### src/rtl/cart_mapper_pkg.sv
package cart_mapper_pkg;

  typedef enum logic [2:0] {
    RG_ENABLE  = 3'd0,
    RG_ROMBANK = 3'd1,
    RG_SELECT  = 3'd2,
    RG_LATCH   = 3'd3,
    RG_VRAM    = 3'd4,
    RG_WINDOW  = 3'd5,
    RG_WRAM    = 3'd6,
    RG_HIGH    = 3'd7
  } busRegion_e;

  // strobes from the decode control to the register datapath
  typedef struct packed {
    logic inRom;
    logic inWindow;
    logic winWr;
    logic romBankWe;
    logic selWe;
    logic enWe;
    logic latchFire;
  } mapCtrl_t;

endpackage

### src/rtl/cart_mapper_ctrl.sv
module cart_mapper_ctrl
  import cart_mapper_pkg::*;
(
  input  logic [2:0] region,
  input  logic       cpuWr,
  input  logic       rtcPresent,
  output mapCtrl_t   ctrl
);

  busRegion_e rg;

  always_comb begin
    rg = busRegion_e'(region);
    ctrl = '0;
    // lower half of the map is always ROM on reads
    ctrl.inRom    = ~region[2];
    ctrl.inWindow = (rg == RG_WINDOW);
    ctrl.winWr    = cpuWr && (rg == RG_WINDOW);
    ctrl.enWe     = cpuWr && (rg == RG_ENABLE);
    ctrl.romBankWe = cpuWr && (rg == RG_ROMBANK);
    ctrl.selWe    = cpuWr && (rg == RG_SELECT);
    ctrl.latchFire = cpuWr && (rg == RG_LATCH) && rtcPresent;
  end

endmodule

### src/rtl/cart_mapper_dp.sv
module cart_mapper_dp
  import cart_mapper_pkg::*;
#(
  parameter int ROM_BANK_W     = 7,
  parameter int RAM_BANK_COUNT = 8,
  parameter int CLK_REG_COUNT  = 5,
  parameter int DATA_W         = 8,
  parameter int BANK_OFS_W     = 14,
  parameter int WIN_OFS_W      = 13
) (
  input  logic                              clk,
  input  logic                              rstN,
  input  mapCtrl_t                          ctrl,
  input  logic [BANK_OFS_W:0]               addrLow,
  input  logic [DATA_W-1:0]                 cpuWrData,
  input  logic                              rtcPresent,
  input  logic [DATA_W-1:0]                 romRdData,
  input  logic [DATA_W-1:0]                 ramRdData,
  input  logic [DATA_W-1:0]                 rtcRdData,
  output logic [DATA_W-1:0]                 cpuRdData,
  output logic [ROM_BANK_W+BANK_OFS_W-1:0]  romAddr,
  output logic [$clog2(RAM_BANK_COUNT)+WIN_OFS_W-1:0] ramAddr,
  output logic                              ramWrEn,
  output logic [DATA_W-1:0]                 ramWrData,
  output logic [$clog2(CLK_REG_COUNT)-1:0]  rtcIndex,
  output logic                              rtcWrStrobe,
  output logic [DATA_W-1:0]                 rtcWrData,
  output logic                              rtcLatchStrobe,
  output logic [DATA_W-1:0]                 rtcLatchData
);

  localparam int RAM_BANK_W   = $clog2(RAM_BANK_COUNT);
  localparam int CLK_IDX_W    = $clog2(CLK_REG_COUNT);
  localparam int CLK_SEL_BASE = RAM_BANK_COUNT;
  localparam int CLK_SEL_END  = CLK_SEL_BASE + CLK_REG_COUNT;
  localparam logic [DATA_W-1:0] EMPTY_BYTE = '1;

  logic [ROM_BANK_W-1:0] romBankQ;
  logic [DATA_W-1:0]     selQ;
  logic                  enQ;

  logic [ROM_BANK_W-1:0] newBank;
  logic                  selIsRam;
  logic                  selIsClk;
  logic                  ramOk;
  logic                  clkOk;

  // bank 0 cannot be placed in the switchable half
  always_comb begin
    newBank = cpuWrData[ROM_BANK_W-1:0];
    if (newBank == '0) newBank = ROM_BANK_W'(1);
  end

  always_ff @(posedge clk) begin
    if (!rstN) begin
      romBankQ <= ROM_BANK_W'(1);
      selQ     <= '0;
      enQ      <= 1'b0;
    end else begin
      if (ctrl.romBankWe) romBankQ <= newBank;
      if (ctrl.selWe)     selQ     <= cpuWrData;
      if (ctrl.enWe)      enQ      <= (cpuWrData[3:0] == 4'hA);
    end
  end

  // selector decode: RAM banks first, clock registers directly above
  always_comb begin
    selIsRam = (selQ < DATA_W'(RAM_BANK_COUNT));
    selIsClk = (selQ >= DATA_W'(CLK_SEL_BASE)) && (selQ < DATA_W'(CLK_SEL_END));
    ramOk    = selIsRam && enQ;
    clkOk    = selIsClk && enQ && rtcPresent;
  end

  always_comb begin
    if (addrLow[BANK_OFS_W])
      romAddr = {romBankQ, addrLow[BANK_OFS_W-1:0]};
    else
      romAddr = {{ROM_BANK_W{1'b0}}, addrLow[BANK_OFS_W-1:0]};
    ramAddr  = {selQ[RAM_BANK_W-1:0], addrLow[WIN_OFS_W-1:0]};
    rtcIndex = CLK_IDX_W'(selQ - DATA_W'(CLK_SEL_BASE));
  end

  always_comb begin
    ramWrEn        = ctrl.winWr && ramOk;
    ramWrData      = cpuWrData;
    rtcWrStrobe    = ctrl.winWr && clkOk;
    rtcWrData      = cpuWrData;
    rtcLatchStrobe = ctrl.latchFire;
    rtcLatchData   = cpuWrData;
  end

  always_comb begin
    cpuRdData = EMPTY_BYTE;
    if (ctrl.inRom)
      cpuRdData = romRdData;
    else if (ctrl.inWindow) begin
      if (ramOk)      cpuRdData = ramRdData;
      else if (clkOk) cpuRdData = rtcRdData;
    end
  end

endmodule

### src/rtl/cart_mapper.sv
module cart_mapper
  import cart_mapper_pkg::*;
#(
  parameter int ROM_BANK_W     = 7,
  parameter int RAM_BANK_COUNT = 8,
  parameter int CLK_REG_COUNT  = 5
) (
  input  logic        clk,
  input  logic        rstN,
  input  logic [15:0] cpuAddr,
  input  logic [7:0]  cpuWrData,
  input  logic        cpuWr,
  output logic [7:0]  cpuRdData,
  output logic [ROM_BANK_W+13:0] romAddr,
  input  logic [7:0]  romRdData,
  output logic [$clog2(RAM_BANK_COUNT)+12:0] ramAddr,
  output logic        ramWrEn,
  output logic [7:0]  ramWrData,
  input  logic [7:0]  ramRdData,
  input  logic        rtcPresent,
  output logic [$clog2(CLK_REG_COUNT)-1:0] rtcIndex,
  input  logic [7:0]  rtcRdData,
  output logic        rtcWrStrobe,
  output logic [7:0]  rtcWrData,
  output logic        rtcLatchStrobe,
  output logic [7:0]  rtcLatchData
);

  localparam int DATA_W     = 8;
  localparam int BANK_OFS_W = 14;
  localparam int WIN_OFS_W  = 13;
  localparam int ROM_ADDR_W = ROM_BANK_W + BANK_OFS_W;

  mapCtrl_t ctrl;

  cart_mapper_ctrl u_ctrl (
    .region     (cpuAddr[15:13]),
    .cpuWr      (cpuWr),
    .rtcPresent (rtcPresent),
    .ctrl       (ctrl)
  );

  cart_mapper_dp #(
    .ROM_BANK_W     (ROM_BANK_W),
    .RAM_BANK_COUNT (RAM_BANK_COUNT),
    .CLK_REG_COUNT  (CLK_REG_COUNT),
    .DATA_W         (DATA_W),
    .BANK_OFS_W     (BANK_OFS_W),
    .WIN_OFS_W      (WIN_OFS_W)
  ) u_dp (
    .clk            (clk),
    .rstN           (rstN),
    .ctrl           (ctrl),
    .addrLow        (cpuAddr[BANK_OFS_W:0]),
    .cpuWrData      (cpuWrData),
    .rtcPresent     (rtcPresent),
    .romRdData      (romRdData),
    .ramRdData      (ramRdData),
    .rtcRdData      (rtcRdData),
    .cpuRdData      (cpuRdData),
    .romAddr        (romAddr),
    .ramAddr        (ramAddr),
    .ramWrEn        (ramWrEn),
    .ramWrData      (ramWrData),
    .rtcIndex       (rtcIndex),
    .rtcWrStrobe    (rtcWrStrobe),
    .rtcWrData      (rtcWrData),
    .rtcLatchStrobe (rtcLatchStrobe),
    .rtcLatchData   (rtcLatchData)
  );

endmodule

### config.mk
export PLATFORM = sky130hd
export DESIGN_NAME = cart_mapper
export DESIGN_NICKNAME = d
export VERILOG_FILES = /design/src/rtl/cart_mapper_pkg.sv /design/src/rtl/cart_mapper_ctrl.sv /design/src/rtl/cart_mapper_dp.sv /design/src/rtl/cart_mapper.sv
export SDC_FILE = /design/constraint.sdc
export NUM_CORES = 1
export LEC_CHECK = 0
export ABC_AREA = 0
export BUFFER_PORTS_ARGS = -buffer_cell sky130_fd_sc_hd__buf_2
export CORE_MARGIN = 4
export CORE_UTILIZATION = 40
export CTS_CLUSTER_DIAMETER = 30
export DETAILED_ROUTE_END_ITERATION = 10
export GPL_ROUTABILITY_DRIVEN = 0
export GPL_TIMING_DRIVEN = 0
export PLACE_DENSITY = 0.93
export RECOVER_POWER = 25
export SYNTH_ARGS = -nofsm -noshare
export SYNTH_HDL_FRONTEND = slang
export SYNTH_SLANG_ARGS = --single-unit
### constraint.sdc
create_clock -name clk -period 2.03 [get_ports clk]
set_clock_uncertainty 0.2 [all_clocks]
set_input_delay 0 -clock clk [delete_from_list [all_inputs] [get_ports clk]]
set_output_delay 0 -clock clk [all_outputs]
set_load 0.02 [all_outputs]
==> run metrics, run 1 <==
commonest non-fill, non-tap cell in the layout buf_2; Main synth FF type dfxtp_1; worst vdd rail ir drop 0.2346 mV; I/O pin count 127; Final Cell Area 2152 µm²; area delta synth->final 56.36%; Initial Utilization 0.4124; top post-synthesis cells by area buf_4, dfxtp_1, mux2i_1; Detail Placement HPWL 3250 µm; layout cells sized above 1 0.6215; die area 4444 µm²; post-synthesis cell count 159; worst reg2reg path depth 3; CP Capture Type flop; Area after DPL 1999 µm²; Reg2Reg Launch Point u_dp.romBankQ[4]$_SDFFE_PN0P_; wire per inst 12.27 µm; Req. time, crit path 2.07 ns; max cap viols 0; initial antenna violation count 0; port bufs 113; sequential power share 0.365; via count 1,466; status completed; WL final 4099 µm; area leader, netlist buf_4; Fmax 531.2 MHz; worst slew pin tran 0.3881 ns; Setup crit start cpuAddr[13]; period utilisation layout 0.9274; hold crit path type in2reg; H-Tree Depth 1; WS Path Type in2reg; First-pass DRT Iterations 4; vias in the first global route 1,439; Net Count, Synth 211; Final min period 1.883 ns; final setup vio count 0; GRT Total Usage 0.1761; TritonCTS Buffers 3; Mapped Avg Cell Area 8.656 µm²; EDFF count, synth 0; Clk pwr share 0.242; Rel. slew slack 0.7385; Core ar. 3337 µm²; CTS tree yes; register area 320.3 µm²; sequential cell area fraction in the yosys report 0.2327; first-iteration detailed-routing DRC count 34; Nets 341; Worst setup SP type primary input; most frequent cells in the layout buf_2, buf_4, clkbuf_1, dfxtp_1, nand2_1; Reg clk slew, reported paths 0.10 ns; vias per cell 4.389; fin util 0.6449; row count 21; Synth top area share 0.3164; Max Buffers Root-to-Sink 2; PwrDens 413.2 nW/µm²; Setup Total Neg Slack 0 ns; first-pass GRT wire length 6127 µm; critical path arrival 1.92 ns; HP Start cpuAddr[15]; grt total ovfl 0; Multi-input gate area 611.8 µm²; DR DRC count 0; CTS Sinks 16; Die X 66.66 µm; combinational share of power 0.393; Root Driver clkbuf_4; largest net degree at the start of global routing 11; max-slew violations 0; Sw Pwr 0.0002853 W; CP max FO 7; RSZ-0062 raised after global routing no; fillcell total 317; hold violation count in the final report 0; Post-synth ARST share 0; Worst-Skew Late Latency 0.29 ns; Die Y 66.66 µm; hold depth 5; synthesized cell area 1376 µm²; Pleak 1.108 nW; Internal 0.0006040 W; Antenna Cells 0; synth warn 0; DRT antenna net count 0; Switching Share 0.3208; Netlist cell types 28; flops & latches, synth 16
through the flow:
stage | hold slack [ns] | std cells | setup slack (ns) | power (W)
detailed placement | 0.01863 | 318 | 0.4043 | 0.0006707
floorplan | -0.08741 | 159 | 0.6498 | 0.0005507
global route | 0.01212 | 334 | 0.006549 | 0.0009332
finish | 0.002271 | 334 | 0.1474 | 0.0008893
CTS | 0.01727 | 333 | 0.07197 | 0.0008965
global placement | 0.01829 | 318 | 0.4298 | 0.0006649
repair_timing:
action                     CTS  global route
resized for setup            0             5
setup buffers                0             1
hold endpoints to repair    16             0
setup endpoints to repair    0             9
hold buffers                11             0
worst max-delay path: stages:
cell           delay, ns
dlygate4sd3_1       0.52
buf_2               0.16
nor4bb_2            0.29
buf_4               0.19
nand2_1             0.05
a21boi_0            0.14
dlygate4sd3_1       0.57
final cells by class:
class / count / area share
Inverter: 1 / 0.001744
Buffer: 63 / 0.2169
Tap cell: 46 / 0.02674
Sequential cell: 16 / 0.1488
Clock buffer: 4 / 0.01686
Multi-Input combinational cell: 79 / 0.2843
Timing Repair Buffer: 125 / 0.3047
state kept, by name, summed over array words and instances, names as in the netlist:
signal         cells
u_dp.romBankQ      7
u_dp.selQ          8
u_dp.enQ           1
kinds of logic after synthesis:
family                 count (synthesis)  synth area share
buffers and inverters                 64            0.3400
and+or+nand+nor                       53            0.2509
AOI/OAI and AO/OA                     17            0.1109
DFF                                   16            0.2327
muxes                                  9           0.06546
power groups by stage:
| stage | Combinational, W | Sequential (W) | Clock, W |
|---|---|---|---|
| floorplan | 0.000220 | 0.000331 | 0 |
| global placement | 0.000333 | 0.000332 | 0 |
| detailed placement | 0.000339 | 0.000332 | 0 |
| CTS | 0.000356 | 0.000324 | 0.000216 |
| global route | 0.000376 | 0.000326 | 0.000232 |
| finish | 0.000349 | 0.000324 | 0.000215 |
cell usage after synthesis (2+ instances only):
master / instances
nor4bb_1: 2
o221a_2: 8
and4bb_2: 2
or2_2: 8
clkbuf_1: 2
a21boi_0: 5
buf_4: 58
and2_1: 8
nor2_1: 4
o21ai_0: 2
mux2i_1: 9
dfxtp_1: 16
nand2_1: 12
nor2b_1: 9
per-layer routing:
metal	up-vias	routed length, µm	global-route usage
li1	736	-	-
met1	654	1404	0.1729
met2	72	2224	0.3589
met3	4	444	0.03541
met4	0	26	0.05330
met5	-	0	0
path summary, 6_finish.rpt:
check	to	slack [ns]
worst max-delay path	u_dp.romBankQ[4]$_SDFFE_PN0P_	0.15
worst min-delay path	u_dp.romBankQ[6]$_SDFFE_PN0P_	0.002
worst max register to register	u_dp.romBankQ[4]$_SDFFE_PN0P_	0.65
worst min register to register	u_dp.romBankQ[6]$_SDFFE_PN0P_	0.28
(Power assumes the default switching activity.)
==> run 2: changes to the inputs <==
Settings changed: GPL_TIMING_DRIVEN 0 to not set, REMOVE_ABC_BUFFERS set to 1.
==> run metrics, run 2 (synthesis gave the netlist of run 1 again) <==
wire per inst 13.94 µm (+14%); DR DRC count 0 (unchanged); status completed; row count 21 (unchanged); initial antenna violation count 0 (unchanged); layout cells sized above 1 0.5377 (-0.08379); Req. time, crit path 2.06 ns (about the same); H-Tree Depth 1 (unchanged); grt total ovfl 0 (unchanged); I/O pin count 127 (unchanged); WS Path Type in2reg; Antenna Cells 0 (unchanged); first-pass GRT wire length 5340 µm (-13%); worst slew pin tran 0.4582 ns (+0.07008 ns); final setup vio count 0 (unchanged); r2r setup slk 0.67 ns (+0.02 ns); placed insts 230 (-28%); area delta synth->final 23.27%; PwrDens 447.9 nW/µm² (+8.4%); Nets 266 (-22%); commonest non-fill, non-tap cell in the layout buf_2; Max Buffers Root-to-Sink 2 (unchanged); period utilisation layout 0.9418 (+0.01447); CTS tree yes; M1 GR Usage 0.1878 (+0.01488); GRT Total Usage 0.1564 (-0.01976); vias per cell 4.616 (+5.2%); First-pass DRT Iterations 4 (unchanged); Die Y 66.66 µm (unchanged); Worst-Skew Late Latency 0.28 ns (about the same); Reg with most FFs u_dp.selQ; Min Hold Slack 0.02821 ns (+0.02594 ns); Core ar. 3337 µm² (unchanged); Final Cell Area 1697 µm² (-21%); DRT antenna net count 0 (unchanged); Area after DPL 1413 µm² (-29%); CP Capture Type flop; met3 Usage GRT 0.06239 (+0.02698); port bufs 87 (-23%); Final min period 1.912 ns (+0.02938 ns); worst vdd rail ir drop 0.3108 mV (+32%); WL final 3597 µm (-12%); Top Registers u_dp.selQ: 8 flops, u_dp.romBankQ: 7 flops, u_dp.enQ: 1 flops; largest net degree at the start of global routing 17 (+6); via count 1,191 (-19%); most frequent cells in the layout buf_2, dlygate4sd3_1, dfxtp_1, nand2_1; max cap viols 0 (unchanged); max-slew violations 0 (unchanged); post-CTS setup buffers 0 (unchanged); Largest register FFs 8 (unchanged); CTS Sinks 16 (unchanged); hold violation count in the final report 0 (unchanged); critical path arrival 1.94 ns (+0.02 ns); Pleak 0.7687 nW (-31%); Worst setup SP type primary input; Root Driver clkbuf_4; Rel. slew slack 0.6935 (-0.04500); count of non-filler cells in the finished layout 258 (-23%); grt peak-use layer met2; Reg clk slew, reported paths 0.08 ns (-0.02 ns); hold crit path type in2reg; Setup Total Neg Slack 0 ns (unchanged); Die X 66.66 µm (unchanged); CP max FO 7 (unchanged); RSZ-0062 raised after global routing no; die area 4444 µm² (unchanged); first-iteration detailed-routing DRC count 36 (+5.9%); TritonCTS Buffers 3 (unchanged); vias in the first global route 1,161 (-19%); Fmax 523.0 MHz (-1.5%); met2 Usage GRT 0.2525 (-0.1064); Initial Utilization 0.4124 (unchanged); total chip power 0.0007599 W (-15%)
## run 2: cell types whose count changed in the layout (fill, tap and decap cells not counted), sizes merged
cell         before  now
dlygate4sd3      11   25
clkbuf           28    3
buf             153   88
## run 2: what timing repair did
item	in CTS	in global routing
hold endpoints to repair	42	0
gates resized for setup	0	2
hold buffers	25	0
endpoints found under the setup margin	0	1
## run 2: final cells by class
| type | instances | area (µm²) |
|---|---|---|
| Sequential cell | 16 | 320.3 |
| Multi-Input combinational cell | 79 | 599.3 |
| Inverter | 1 | 3.754 |
| Tap cell | 46 | 57.56 |
| Clock buffer | 3 | 22.52 |
| Timing Repair Buffer | 113 | 693.2 |
| Fill cell | 332 | 1640 |
## run 2: power breakdown
| group | switching, W | internal [W] | leakage (nW) |
|---|---|---|---|
| logic | 0.000162 | 0.000114 | 0.625 |
| clock network | 0.0000908 | 0.0000689 | 0.0138 |
| registers | 0.00000415 | 0.000320 | 0.129 |
| total | 0.000257 | 0.000503 | 0.769 |
## run 2: final timing paths
kind,start,to,cells after the start
min reg2reg,u_dp.romBankQ[3]$_SDFFE_PN0P_,u_dp.romBankQ[3]$_SDFFE_PN0P_,2
min,cpuWr,u_dp.enQ$_SDFFE_PN0P_,4
max,cpuAddr[13],u_dp.romBankQ[0]$_SDFFE_PN1P_,7
max reg2reg,u_dp.romBankQ[0]$_SDFFE_PN1P_,u_dp.romBankQ[0]$_SDFFE_PN1P_,3
## run 2: per-stage QoR
step,setup slack [ns],util
4_1_cts,0.1055,0.5051
2_1_floorplan,0.5945,-
3_5_place_dp,0.4308,0.4233
3_3_place_gp,0.4804,0.4233
6_report,0.1180,0.5084
5_1_grt,0.004520,0.5084
## run 2: routing by layer
layer | share of wire | up-vias
met5 | 0 | -
met4 | 0.0095 | 0
met3 | 0.15 | 4
met2 | 0.45 | 90
met1 | 0.40 | 509
li1 | - | 588
## run 2: critical path, stage by stage
cell,delay (ns)
dlygate4sd3_1,0.52
buf_2,0.16
nor4bb_2,0.30
buf_4,0.20
nor2_1,0.04
o21ai_0,0.15
dlygate4sd3_1,0.57
==> run 3: changes to the inputs <==
Settings changed: ABC_AREA 0 to 1, PLACE_DENSITY 0.93 to 0.9.
==> run metrics, run 3 <==
top post-synthesis cells by area buf_4, dfxtp_1, nor2_1; WS Path Type in2reg; list of most frequent post-synthesis cells buf_4, nor2_1, nand2_1; register area 320.3 µm² (unchanged); sequential cell area fraction in the yosys report 0.2114 (-0.02133); Place WS 0.5684 ns (+0.1376 ns); Detail Placement HPWL 3064 µm; Worst-Skew Late Latency 0.25 ns (-0.03 ns); hold violation count in the final report 0 (unchanged); critical path arrival 1.70 ns (-0.24 ns); post-cts sizing count 0 (unchanged); WL final 4231 µm (+18%); synth warn 0 (unchanged); vias in the first global route 1,568 (+35%); Reg with most FFs u_dp.selQ; Setup Total Neg Slack 0 ns (unchanged); count of non-filler cells in the finished layout 335 (+30%); Fmax 565.9 MHz (+8.2%); fillcell total 360 (+8.4%); Internal 0.0005601 W (+11%); DRT antenna net count 0 (unchanged); H-Tree Depth 1 (unchanged); worst vdd rail ir drop 0.3279 mV (+5.5%); GRT Total Usage 0.1811 (+0.02470); Die X 69.55 µm (+4.3%); CP max FO 7 (unchanged); Clk pwr share 0.269 (+0.059); area leader, netlist buf_4; Initial Utilization 0.4139 (+0.001427); Setup crit start cpuWrData[1]; Largest register FFs 8 (unchanged); I/O pin count 127 (unchanged); vias per cell 4.651 (+0.75%); CP Capture Type flop; post-synthesis cell count 235 (+48%); RSZ-0062 raised after global routing no; final setup vio count 0 (unchanged); Multi-input gate area 628.1 µm² (+4.8%); Reg clk slew, reported paths 0.06 ns (-0.02 ns); Rel. slew slack 0.5987 (-0.09488); max cap viols 0 (unchanged); Post-synth ARST share 0 (unchanged); row count 22 (+4.8%); worst slew pin tran 0.5980 ns (+0.1398 ns); wire per inst 12.63 µm (-9.4%); hold crit path type in2reg; period utilisation layout 0.8705 (-0.07132); Netlist cell types 20 (-29%); commonest non-fill, non-tap cell in the layout buf_2; port bufs 87 (unchanged); via count 1,558 (+31%); Area after DPL 1549 µm² (+9.7%); TritonCTS Buffers 3 (unchanged); area delta synth->final 19.49%; Pleak 0.9735 nW (+27%); crit path setup slack, layout 0.2628 ns (+0.1448 ns); DR DRC count 0 (unchanged); Sw Pwr 0.0003052 W (+19%); placed insts 309 (+34%); Antenna Cells 0 (unchanged); Worst setup SP type primary input; combinational share of power 0.353 (-0.010); Die Y 69.55 µm (+4.3%); sequential power share 0.379 (-0.048); HP Start cpuWr; Root Driver clkbuf_8; flops & latches, synth 16 (unchanged); most frequent cells in the layout buf_2, nor2_1, nand2_1, inv_1, dlygate4sd3_1; Main synth FF type dfxtp_1; Final Cell Area 1810 µm² (+6.7%); Final min period 1.767 ns (-0.1448 ns); EDFF count, synth 0 (unchanged); die area 4837 µm² (+8.8%); First-pass DRT Iterations 4 (unchanged); grt total ovfl 0 (unchanged); status completed; max-slew violations 0 (unchanged); Top Registers u_dp.selQ: 8 flops, u_dp.romBankQ: 7 flops, u_dp.enQ: 1 flops; initial antenna violation count 0 (unchanged); Min Hold Slack 0.02594 ns (-0.002264 ns); Req. time, crit path 1.97 ns (-0.09 ns); Core ar. 3661 µm² (+9.7%); PwrDens 477.9 nW/µm² (+6.7%); first-iteration detailed-routing DRC count 37 (+2.8%); layout cells sized above 1 0.3415 (-0.1963); Synth top area share 0.2973 (-0.01909); Switching Share 0.3527 (+0.01468); CTS Sinks 16 (unchanged); Reg2Reg Launch Point u_dp.romBankQ[0]$_SDFFE_PN1P_; Mapped Avg Cell Area 6.448 µm² (-26%); Max Buffers Root-to-Sink 2 (unchanged); Nets 341 (+28%); CTS tree yes; most common cell in the netlist buf_4; synthesized cell area 1515 µm² (+10%); first-pass GRT wire length 7355 µm (+38%); r2r setup slk 0.67 ns (about the same); largest net degree at the start of global routing 18 (+1)
==> run 3: cell types whose count changed after synthesis, moves of 9 or more <==
cell and change:
nor2_1 +37, nand2_1 +18, nor2b_1 -9, a21oi_1 +16
inv_1 +23, nand3_1 +17, mux2i_1 -9
==> run 3: per-stage QoR <==
| stage | power (W) | util |
|---|---|---|
| after floorplan | 0.0004191 | - |
| after global placement | 0.0005600 | 0.4231 |
| after detailed placement | 0.0005637 | 0.4231 |
| after CTS | 0.0008699 | 0.4973 |
| after global routing | 0.0009104 | 0.4945 |
| final | 0.0008653 | 0.4945 |
==> run 3: power by group through the flow <==
| stage | Combinational (W) | Sequential [W] | Clock [W] |
|---|---|---|---|
| floorplan | 0.0000822 | 0.000337 | 0 |
| global placement | 0.000226 | 0.000334 | 0 |
| detailed placement | 0.000229 | 0.000335 | 0 |
| CTS | 0.000306 | 0.000328 | 0.000236 |
| global route | 0.000333 | 0.000329 | 0.000248 |
| finish | 0.000305 | 0.000328 | 0.000232 |
==> run 3: worst paths after layout <==
kind	end	depth (start not counted)
max	u_dp.romBankQ[0]$_SDFFE_PN1P_	8
min	u_dp.romBankQ[2]$_SDFFE_PN0P_	4
max reg2reg	u_dp.romBankQ[0]$_SDFFE_PN1P_	3
min reg2reg	u_dp.selQ[6]$_SDFFE_PN0P_	2
==> run 3: cell families after synthesis <==
logic type / count (synthesis) / synth area share
flops: 16 / 0.2114
compound gates: 26 / 0.08919
simple gates: 104 / 0.3253
buf+inv: 89 / 0.3741
==> run 3: critical path: stages <==
cell and delay [ns]:
dlygate4sd3_1 0.53, clkbuf_1 0.27, nor2_1 0.09, nand3_1 0.08, nand2_1 0.05, o21ai_1 0.07
nand2_1 0.06, dlygate4sd3_1 0.55
==> run 3: cell type report <==
type                            count  share of cell area
Tap cell                           48             0.03317
Clock buffer                        3             0.02281
Multi-Input combinational cell    130              0.3469
Inverter                           28             0.05805
Timing Repair Buffer              110              0.3621
Sequential cell                    16              0.1769
==> run 3: what timing repair did <==
action,4_1_cts,5_1_grt
setup buffers,0,0
endpoints found under the hold margin,42,0
hold buffers,23,0
==> run 3: metal layers <==
layer,share of wire,vias to the layer above,global-route usage
li1,-,773,-
met1,0.42,680,0.2271
met2,0.45,94,0.2945
met5,0,-,0
met4,0.019,0,0.07158
met3,0.11,11,0.04638
